File: src/rtl/ycc_fmt_pkg.sv
package ycc_fmt_pkg;
  localparam logic [7:0] NARROW_LO   = 8'd16;
  localparam logic [7:0] LUMA_HI     = 8'd235;
  localparam logic [7:0] CHROMA_HI   = 8'd240;
  localparam logic [7:0] WIDE_LO     = 8'd1;
  localparam logic [7:0] WIDE_HI     = 8'd254;
  localparam int unsigned N_CHROMA   = 2;

  typedef enum logic {CH_CR = 1'b0, CH_CB = 1'b1} chroma_sel_e;
endpackage

File: src/rtl/ycc_sample_limit.sv
module ycc_sample_limit
  import ycc_fmt_pkg::*;
#(
  parameter int IN_W      = 10,
  parameter bit IS_CHROMA = 1'b0
) (
  input  logic signed [IN_W-1:0] x_i,
  input  logic                   range_sel_i,
  input  logic                   bypass_i,
  output logic [7:0]             y_o
);
  logic [7:0] clip;
  logic [7:0] lo, hi;

  generate
    if (IS_CHROMA) begin : g_chroma
      localparam logic signed [IN_W-1:0] C_MIN = IN_W'(-128);
      localparam logic signed [IN_W-1:0] C_MAX = IN_W'(127);
      always_comb begin
        if (x_i < C_MIN)      clip = 8'd0;
        else if (x_i > C_MAX) clip = 8'd255;
        else                  clip = x_i[7:0] ^ 8'h80; // +128 in two's complement
      end
    end else begin : g_luma
      localparam logic signed [IN_W-1:0] L_MIN = IN_W'(0);
      localparam logic signed [IN_W-1:0] L_MAX = IN_W'(255);
      always_comb begin
        if (x_i < L_MIN)      clip = 8'd0;
        else if (x_i > L_MAX) clip = 8'd255;
        else                  clip = x_i[7:0];
      end
    end
  endgenerate

  always_comb begin
    lo = range_sel_i ? WIDE_LO : NARROW_LO;
    hi = range_sel_i ? WIDE_HI : (IS_CHROMA ? CHROMA_HI : LUMA_HI);
    if (bypass_i)      y_o = clip;
    else if (clip < lo) y_o = lo;
    else if (clip > hi) y_o = hi;
    else               y_o = clip;
  end
endmodule

File: src/rtl/ycc_phase_ctrl.sv
module ycc_phase_ctrl
  import ycc_fmt_pkg::*;
(
  input  logic        clk_i,
  input  logic        rst_ni,
  input  logic        line_start_i,
  output logic        load_o,
  output chroma_sel_e sel_o,
  output logic        strobe_o
);
  logic        hold_q;
  chroma_sel_e next_q;

  assign load_o = line_start_i | ~hold_q;
  assign sel_o  = line_start_i ? CH_CR : next_q;

  always_ff @(posedge clk_i or negedge rst_ni) begin
    if (!rst_ni) begin
      hold_q   <= 1'b0;
      next_q   <= CH_CR;
      strobe_o <= 1'b0;
    end else begin
      strobe_o <= load_o;
      hold_q   <= load_o;
      if (load_o) next_q <= (sel_o == CH_CR) ? CH_CB : CH_CR;
    end
  end
endmodule

File: src/rtl/ycc_mux_fmt.sv
module ycc_mux_fmt
  import ycc_fmt_pkg::*;
#(
  parameter int IN_W = 10
) (
  input  logic            clk_i,
  input  logic            rst_ni,
  input  logic            line_start_i,
  input  logic            range_sel_i,
  input  logic            bypass_i,
  input  logic [IN_W-1:0] luma_i,
  input  logic [IN_W-1:0] cr_i,
  input  logic [IN_W-1:0] cb_i,
  output logic [15:0]     word_o,
  output logic            strobe_o
);
  logic [IN_W-1:0] chroma_in [N_CHROMA];
  logic [7:0]      chroma_lim [N_CHROMA];
  logic [7:0]      luma_lim;
  logic            load;
  chroma_sel_e     sel;

  assign chroma_in[CH_CR] = cr_i;
  assign chroma_in[CH_CB] = cb_i;

  ycc_sample_limit #(.IN_W(IN_W), .IS_CHROMA(1'b0)) u_luma (
    .x_i(luma_i), .range_sel_i(range_sel_i), .bypass_i(bypass_i), .y_o(luma_lim)
  );

  for (genvar c = 0; c < N_CHROMA; c++) begin : g_ch
    ycc_sample_limit #(.IN_W(IN_W), .IS_CHROMA(1'b1)) u_lim (
      .x_i(chroma_in[c]), .range_sel_i(range_sel_i), .bypass_i(bypass_i),
      .y_o(chroma_lim[c])
    );
  end

  ycc_phase_ctrl u_phase (
    .clk_i(clk_i), .rst_ni(rst_ni), .line_start_i(line_start_i),
    .load_o(load), .sel_o(sel), .strobe_o(strobe_o)
  );

  always_ff @(posedge clk_i or negedge rst_ni) begin
    if (!rst_ni)   word_o <= '0;
    else if (load) word_o <= {luma_lim, chroma_lim[sel]};
  end
endmodule

File: config.mk
export PLATFORM = sky130hd
export DESIGN_NAME = ycc_mux_fmt
export DESIGN_NICKNAME = d
export VERILOG_FILES = /design/src/rtl/ycc_fmt_pkg.sv /design/src/rtl/ycc_sample_limit.sv /design/src/rtl/ycc_phase_ctrl.sv /design/src/rtl/ycc_mux_fmt.sv
export SDC_FILE = /design/constraint.sdc
export NUM_CORES = 1
export LEC_CHECK = 0
export BUFFER_PORTS_ARGS = -buffer_cell sky130_fd_sc_hd__buf_4
export CAP_MARGIN = 20
export CORE_MARGIN = 5
export CORE_UTILIZATION = 30
export CTS_BUF_LIST = sky130_fd_sc_hd__clkbuf_4 sky130_fd_sc_hd__clkbuf_8
export DETAILED_ROUTE_END_ITERATION = 8
export GPL_ROUTABILITY_DRIVEN = 0
export GPL_TIMING_DRIVEN = 0
export HOLD_SLACK_MARGIN = 0.02
export MAX_ROUTING_LAYER = met4
export PLACE_DENSITY = 0.46
export SETUP_SLACK_MARGIN = 0.5
export SYNTH_ARGS = -nofsm -noshare
export SYNTH_HDL_FRONTEND = slang
export SYNTH_HIERARCHICAL = 1
export SYNTH_SLANG_ARGS = --single-unit
File: constraint.sdc
create_clock -name clk_i -period 1.95 [get_ports clk_i]
set_input_delay 0.0975 -clock clk_i [delete_from_list [all_inputs] [get_ports clk_i]]
set_output_delay 0.0975 -clock clk_i [all_outputs]
set_load 0.1 [all_outputs]
Yosys cells after proc, flatten, opt, wreduce, memory -nomap -nowiden
Cells that the tools add are included.
{ "totals": {"input_bits": 35, "word_cells": 44, "output_inout_bits": 17, "ff_bits": 18} }
{ "classes": {"magnitude_cmp": 13, "n_mux": 23, "bitwise": 5} }
{ "ops": {"columns": ["op", "n"], "rows": [
  ["two-way mux 8 bit", 18],
  ["> comparator 8 bit", 3],
  ["> comparator 10 x 8 -> 1 bit (second input constant)", 2],
  ["less-than comparator 10 x 8 -> 1 bit (second input constant)", 2],
  ["less-than comparator 8 bit", 2],
  ["> comparator 10 x 9 -> 1 bit (second input constant)", 1],
  ["less-than comparator 10 x 1 -> 1 bit (second input constant)", 1],
  ["two-way mux 5 bit", 2],
  ["less-than comparator 8 x 5 -> 1 bit", 1],
  ["two-way mux 4 bit", 1],
  ["NOT 1 bit", 3],
  [">= comparator 2 bit (second input constant)", 1],
  ["two-way mux 1 bit", 2],
  ["NOT 1 -> 2 bit", 1],
  ["bitwise OR 1 bit", 1]
]} }

Longest topological paths before layout
{ "depth": {"ltp_word": 10, "mapped_depth": 14, "mapped_depth_nobuf": 12} }

Hierarchy
Netlist, hierarchy kept.
{ "modules_own_cells": {"columns": ["mod", "n_inst", "seq_area_each_um2", "area_per_inst_um2", "cells_each"], "rows": [
  ["ycc_sample_limit (g_ch[0].u_lim ...)", 2, 0.0, 441.7, 66],
  ["ycc_mux_fmt", 1, 400.4, 696.9, 52],
  ["ycc_sample_limit (u_luma)", 1, 0.0, 405.4, 54],
  ["ycc_phase_ctrl", 1, 50.0, 77.6, 6]
]} }

Worst setup path before layout
Ideal clock, no wire load.
{ "synth_timing": {"path_type": "input to register", "start": "input luma_i[9]", "end": "register word_o[12]", "required_ns": 1.882, "setup_time_ns": 0.068, "t_arrival_ns": 1.882, "cell_stages": 10, "n_path_buf": 1, "path_slack_ns": -0.001, "cell_sequence": "buf_6 or2_2 inv_1 ha_1 or2_1 o221ai_2 nor2_2 a21o_1 a221oi_2 mux2_4"} }
{ "synth_between": {"elab_chain_len": 7, "elab_cells_between_ends": 9, "cone_classes": "4 x order compare; 5 x mux"} }
{ "synth_rtl": {"columns": ["element", "line_no", "rtl"], "rows": [
  ["from (decl)", "ycc_mux_fmt.sv:11", "input logic [IN_W-1:0] luma_i,"],
  ["> comparator 10 x 9 -> 1 bit", "ycc_sample_limit.sv:29", "else if (x_i > L_MAX) clip = 8'd255;"],
  ["two-way mux 8 bit", "ycc_sample_limit.sv:29", null],
  ["two-way mux 8 bit (*)", "ycc_sample_limit.sv:28", "if (x_i < L_MIN) clip = 8'd0;"],
  ["> comparator 8 bit", "ycc_sample_limit.sv:40", "else if (clip > hi) y_o = hi;"],
  ["two-way mux 8 bit", "ycc_sample_limit.sv:40", null],
  ["two-way mux 8 bit", "ycc_sample_limit.sv:39", "else if (clip < lo) y_o = lo;"],
  ["two-way mux 8 bit (*)", "ycc_sample_limit.sv:38", "if (bypass_i) y_o = clip;"],
  ["via luma_lim[4]", "ycc_mux_fmt.sv:19", "logic [7:0] luma_lim;"],
  ["to (signal assigned)", "ycc_mux_fmt.sv:44", "else if (load) word_o <= {luma_lim, chroma_lim[sel]};"],
  ["to (decl)", "ycc_mux_fmt.sv:14", "output logic [15:0] word_o,"]
]} }
Mark *: on every way through the listed nets, which the timed path passes. The rest lies on a longest branch.
A chain may end at the register's enable or synchronous reset.

Final worst setup path
{ "layout_timing": {"start": "input luma_i[8]", "end": "register word_o[8]"} }
The elaborated chain is that of the path after synthesis.

==> reports/results.md <==
Setup path
• termination of the worst setup path: word_o[8]
• worst stage delay on the critical path: 0.26 ns
• FF-to-FF End: word_o[11]
• worst-path cell chain: buf_8, buf_8, nor2_4, or2_4, inv_4, ha_4, or2_4, o221ai_4, nor2_4, a21o_1, a221oi_2, mux2_4
• register-to-register setup slack: 0.65 ns
• start point of the critical path: luma_i[8]
• length in cells of the worst reg-to-reg path: 4
• Crit. End Element: register
• Startpoint Class: input pin
• Max stage delay cell, worst path: or2_4
• Max FO, Critical Path: 5
• CP required: 2.15 ns
• Crit Path Category: in2reg
• endpoint arrival time on the critical path: 1.94 ns
• RR Startpoint: u_phase/strobe_o

Clock tree
• number of clock sinks seen by CTS: 18
• number of buffers created by CTS: 3
• clock tree root buffer cell: clkbuf_8
• H-tree Lvls: 1
• clock tree from TritonCTS: done
• clock latency reported for the late side of the worst-skew pair: 0.25 ns
• Clock Tree Buf Depth: 2
• clock transition at the registers of the reported paths: 0.07 ns

Synthesis
• number of enable-type register cells in the synthesized netlist: 0
• number of distinct standard cells referenced by the synthesized netlist: 52
• syn avg cell area: 8.46 µm²
• cell type with the highest aggregate area in the netlist: dfrtp_1
• post-synthesis async set-or-reset flop share: 100%
• net count of the mapped netlist: 290
• prevailing post-synth register cell: dfrtp_1
• number of instances in the synthesized netlist: 244
• cell types with the largest area share after synthesis: dfrtp_1 (22%), nor2_1 (8.6%), ha_1 (6.7%)
• total number of yosys warnings: 6
• share of the synthesized area in the top cell type: 21.8%
• number of synthesized register bits: 18
• synthesized area: 2060 µm²
• sequential share of the synthesized area: 21.8%

Power and ir drop
• Internal: 1.08 mW
• switching power: 0.938 mW
• sequential power share: 23.3%
• static leakage power: 1.48 nW
• cell area power density: 583 nW/µm²
• VDD IR max: 0.264 mV
• Sw Ratio: 46.6%
• clock share of power: 15.0%
• Tot Pwr: 2.01 mW
• Comb power frac: 61.7%

Final layout
• total inserted antenna cells: 0
• utilization of the core after routing: 51.1%
• Layout fillers: 637
• non-filler cells in the finished layout: 419
• number of nets at the end of the flow: 386
• layout cells sized above 1: 60.2%
• Area Overhead vs Synth: 67.3%

STA
• Finish-stage setup viols: 0
• number of pins exceeding their max-slew limit in the final report: 0
• summed negative setup slack over all endpoints: 0 ns
• crit path time final: 1.74 ns
• Highest Clock Rate: 575 MHz
• pin slew with the least headroom to its limit: 0.533 ns
• hold violation count in the final report: 0
• Rel. slew slack: 64.2%
• share of the clock period used by the worst path: 89.2%
• RSZ-0062 raised after global routing: true
• Min Hold Slack: 0.0593 ns
• worst setup skew after layout: 0.00305 ns

Hold path
• worst min-delay path category: in2reg

Detailed routing
• Final Routed Wirelength: 6400 µm
• Post-DRT Antenna Nets: 0
• routed wirelength normalized by instance count: 15.3 µm
• mean number of vias per cell: 5.13
• # DRC: 0
• Via Count: 2148
• count of TritonRoute iterations in the first routing pass: 4
• Iter 0 DRT Violations: 87

Die
• die height: 92.9 µm
• Die X-Extent: 92.9 µm
• Starting Density: 30.5%
• Placement Rows: 30
• die footprint: 8640 µm²
• Core ar.: 6760 µm²
• I/O pins: 52

Placed design
• HPWL after detailed placement: 4580 µm
• Port Buffers: 49
• placed cell count: 373

GRT
• largest net degree at the start of global routing: 24
• number of antenna violations at the first check in global routing: 0
• overall global routing resource usage: 14.3%
• remaining global-route overflow: 0
• number of global-route vias before repair: 2056
• global-route wire length before repair: 9920 µm

Outcome
• run status: complete, no violations

Run
• number of maximum-capacitance violations: 0

## sequential cells by signal, indices dropped and copies added (netlist names)
register / count
u_phase/next_q: 1
u_phase/strobe_o: 1
word_o: 16
## power groups by stage
stage | sequential (mW) | combinational (mW) | clock (mW)
floorplan | 0.852 | 0.388 | 0
global placement | 0.476 | 1.03 | 0
detailed placement | 0.476 | 1.03 | 0
CTS | 0.469 | 1.14 | 0.316
global route | 0.475 | 1.31 | 0.326
finish | 0.469 | 1.24 | 0.301
## worst min path at each step
stage | from | end | slack, ns | cells past startpoint
2_1_floorplan | rst_ni | u_phase/next_q | -0.20 | 0
4_1_cts | line_start_i | u_phase/next_q | 0.06 | 2
6_report | line_start_i | u_phase/next_q | 0.06 | 2
5_1_grt | line_start_i | u_phase/next_q | 0.08 | 2
3_5_place_dp | rst_ni | word_o[13] | -0.02 | 1
3_3_place_gp | rst_ni | word_o[13] | -0.02 | 1
## placed cells by master (no fill, tap or decap), types with 3 or more instances in the layout
master     instances
a211oi_2           3
a21oi_1           16
a21oi_2            9
buf_4             82
buf_6              9
buf_8              7
clkbuf_16          3
clkbuf_8           4
dfrtp_1           17
ha_1               3
ha_2               3
ha_4               5
inv_1             11
inv_2              3
inv_4              3
mux2_4             6
mux2i_1            8
nand2_1           11
nand2_2            5
nor2_1            35
nor2_2             7
nor2_4             8
o211ai_1           4
o21ba_2            3
o22ai_1            6
## per-stage QoR
step / setup slack, ns / cell area (µm²)
after CTS: 0.208 / 3120
after detailed placement: -0.226 / 2640
after floorplan: 0.0853 / 2170
after global placement: -0.227 / 2640
final: 0.211 / 3450
after global routing: 0.119 / 3450
## layout make-up
| type | count | area (µm²) | share of cell area (%) |
|---|---|---|---|
| multi-input cells | 194 | 1790 | 51.8 |
| repair buffers | 91 | 757 | 21.9 |
| flip-flops and latches | 18 | 454 | 13.2 |
| plain buffers | 14 | 218 | 6.31 |
| well taps | 80 | 100 | 2.90 |
| inverters | 18 | 78.8 | 2.28 |
| clock buffers | 4 | 55.1 | 1.59 |
## timing repair
action,in CTS,in global routing
setup buffers,28,12
endpoints found under the hold margin,18,0
hold buffers,1,0
resized for setup,44,43
endpoints found under the setup margin,10,10
pin swaps,27,27
cloned,0,1
## per-layer routing
metal,vias to the layer above,track usage [%],wire [µm]
met2,46,21.8,2970
met5,-,-,0
met1,1022,20.9,3130
met3,4,1.62,263
met4,0,2.20,35
li1,1076,-,-
## synthesized netlist by cell type, drive strengths merged (2+ instances only)
master   count
o32ai        2
o211ai       5
nand2       17
nor2        50
nor4         5
a211oi       4
a2111oi      2
a221oi       2
mux2i        8
clkbuf       2
or2          2
a21o         3
mux2         8
a311o        2
ha          11
o21ba        6
o2bb2ai      3
a21oi       27
o31ai        2
a21bo        2
nor3         2
dfrtp       18
o21bai       3
a31oi        2
o22ai        8
nand2b       4
inv         18
o2111ai      2
nand3        4
o22a         2
buf         12
## logic make-up after synthesis
group                    count (synthesis)  synth area share, %
XOR/XNOR                                 1                0.425
multiplexers                            16                 8.98
AND/OR/NAND/NOR                         85                 19.5
flip-flops                              18                 21.8
adder cells (fa/ha/maj)                 11                 6.67
AO/OA/AOI/OAI                           81                 33.6
buffers and inverters                   32                 9.04
## worst max-delay path, delay by kind of cell
kind | cells | cell delay (ns)
compound gates | 3 | 0.59
fa+ha+maj | 1 | 0.21
buf+inv | 3 | 0.25
mux | 1 | 0.18
simple gates | 4 | 0.60
No activity file was read; power rests on OpenSTA's default activity.
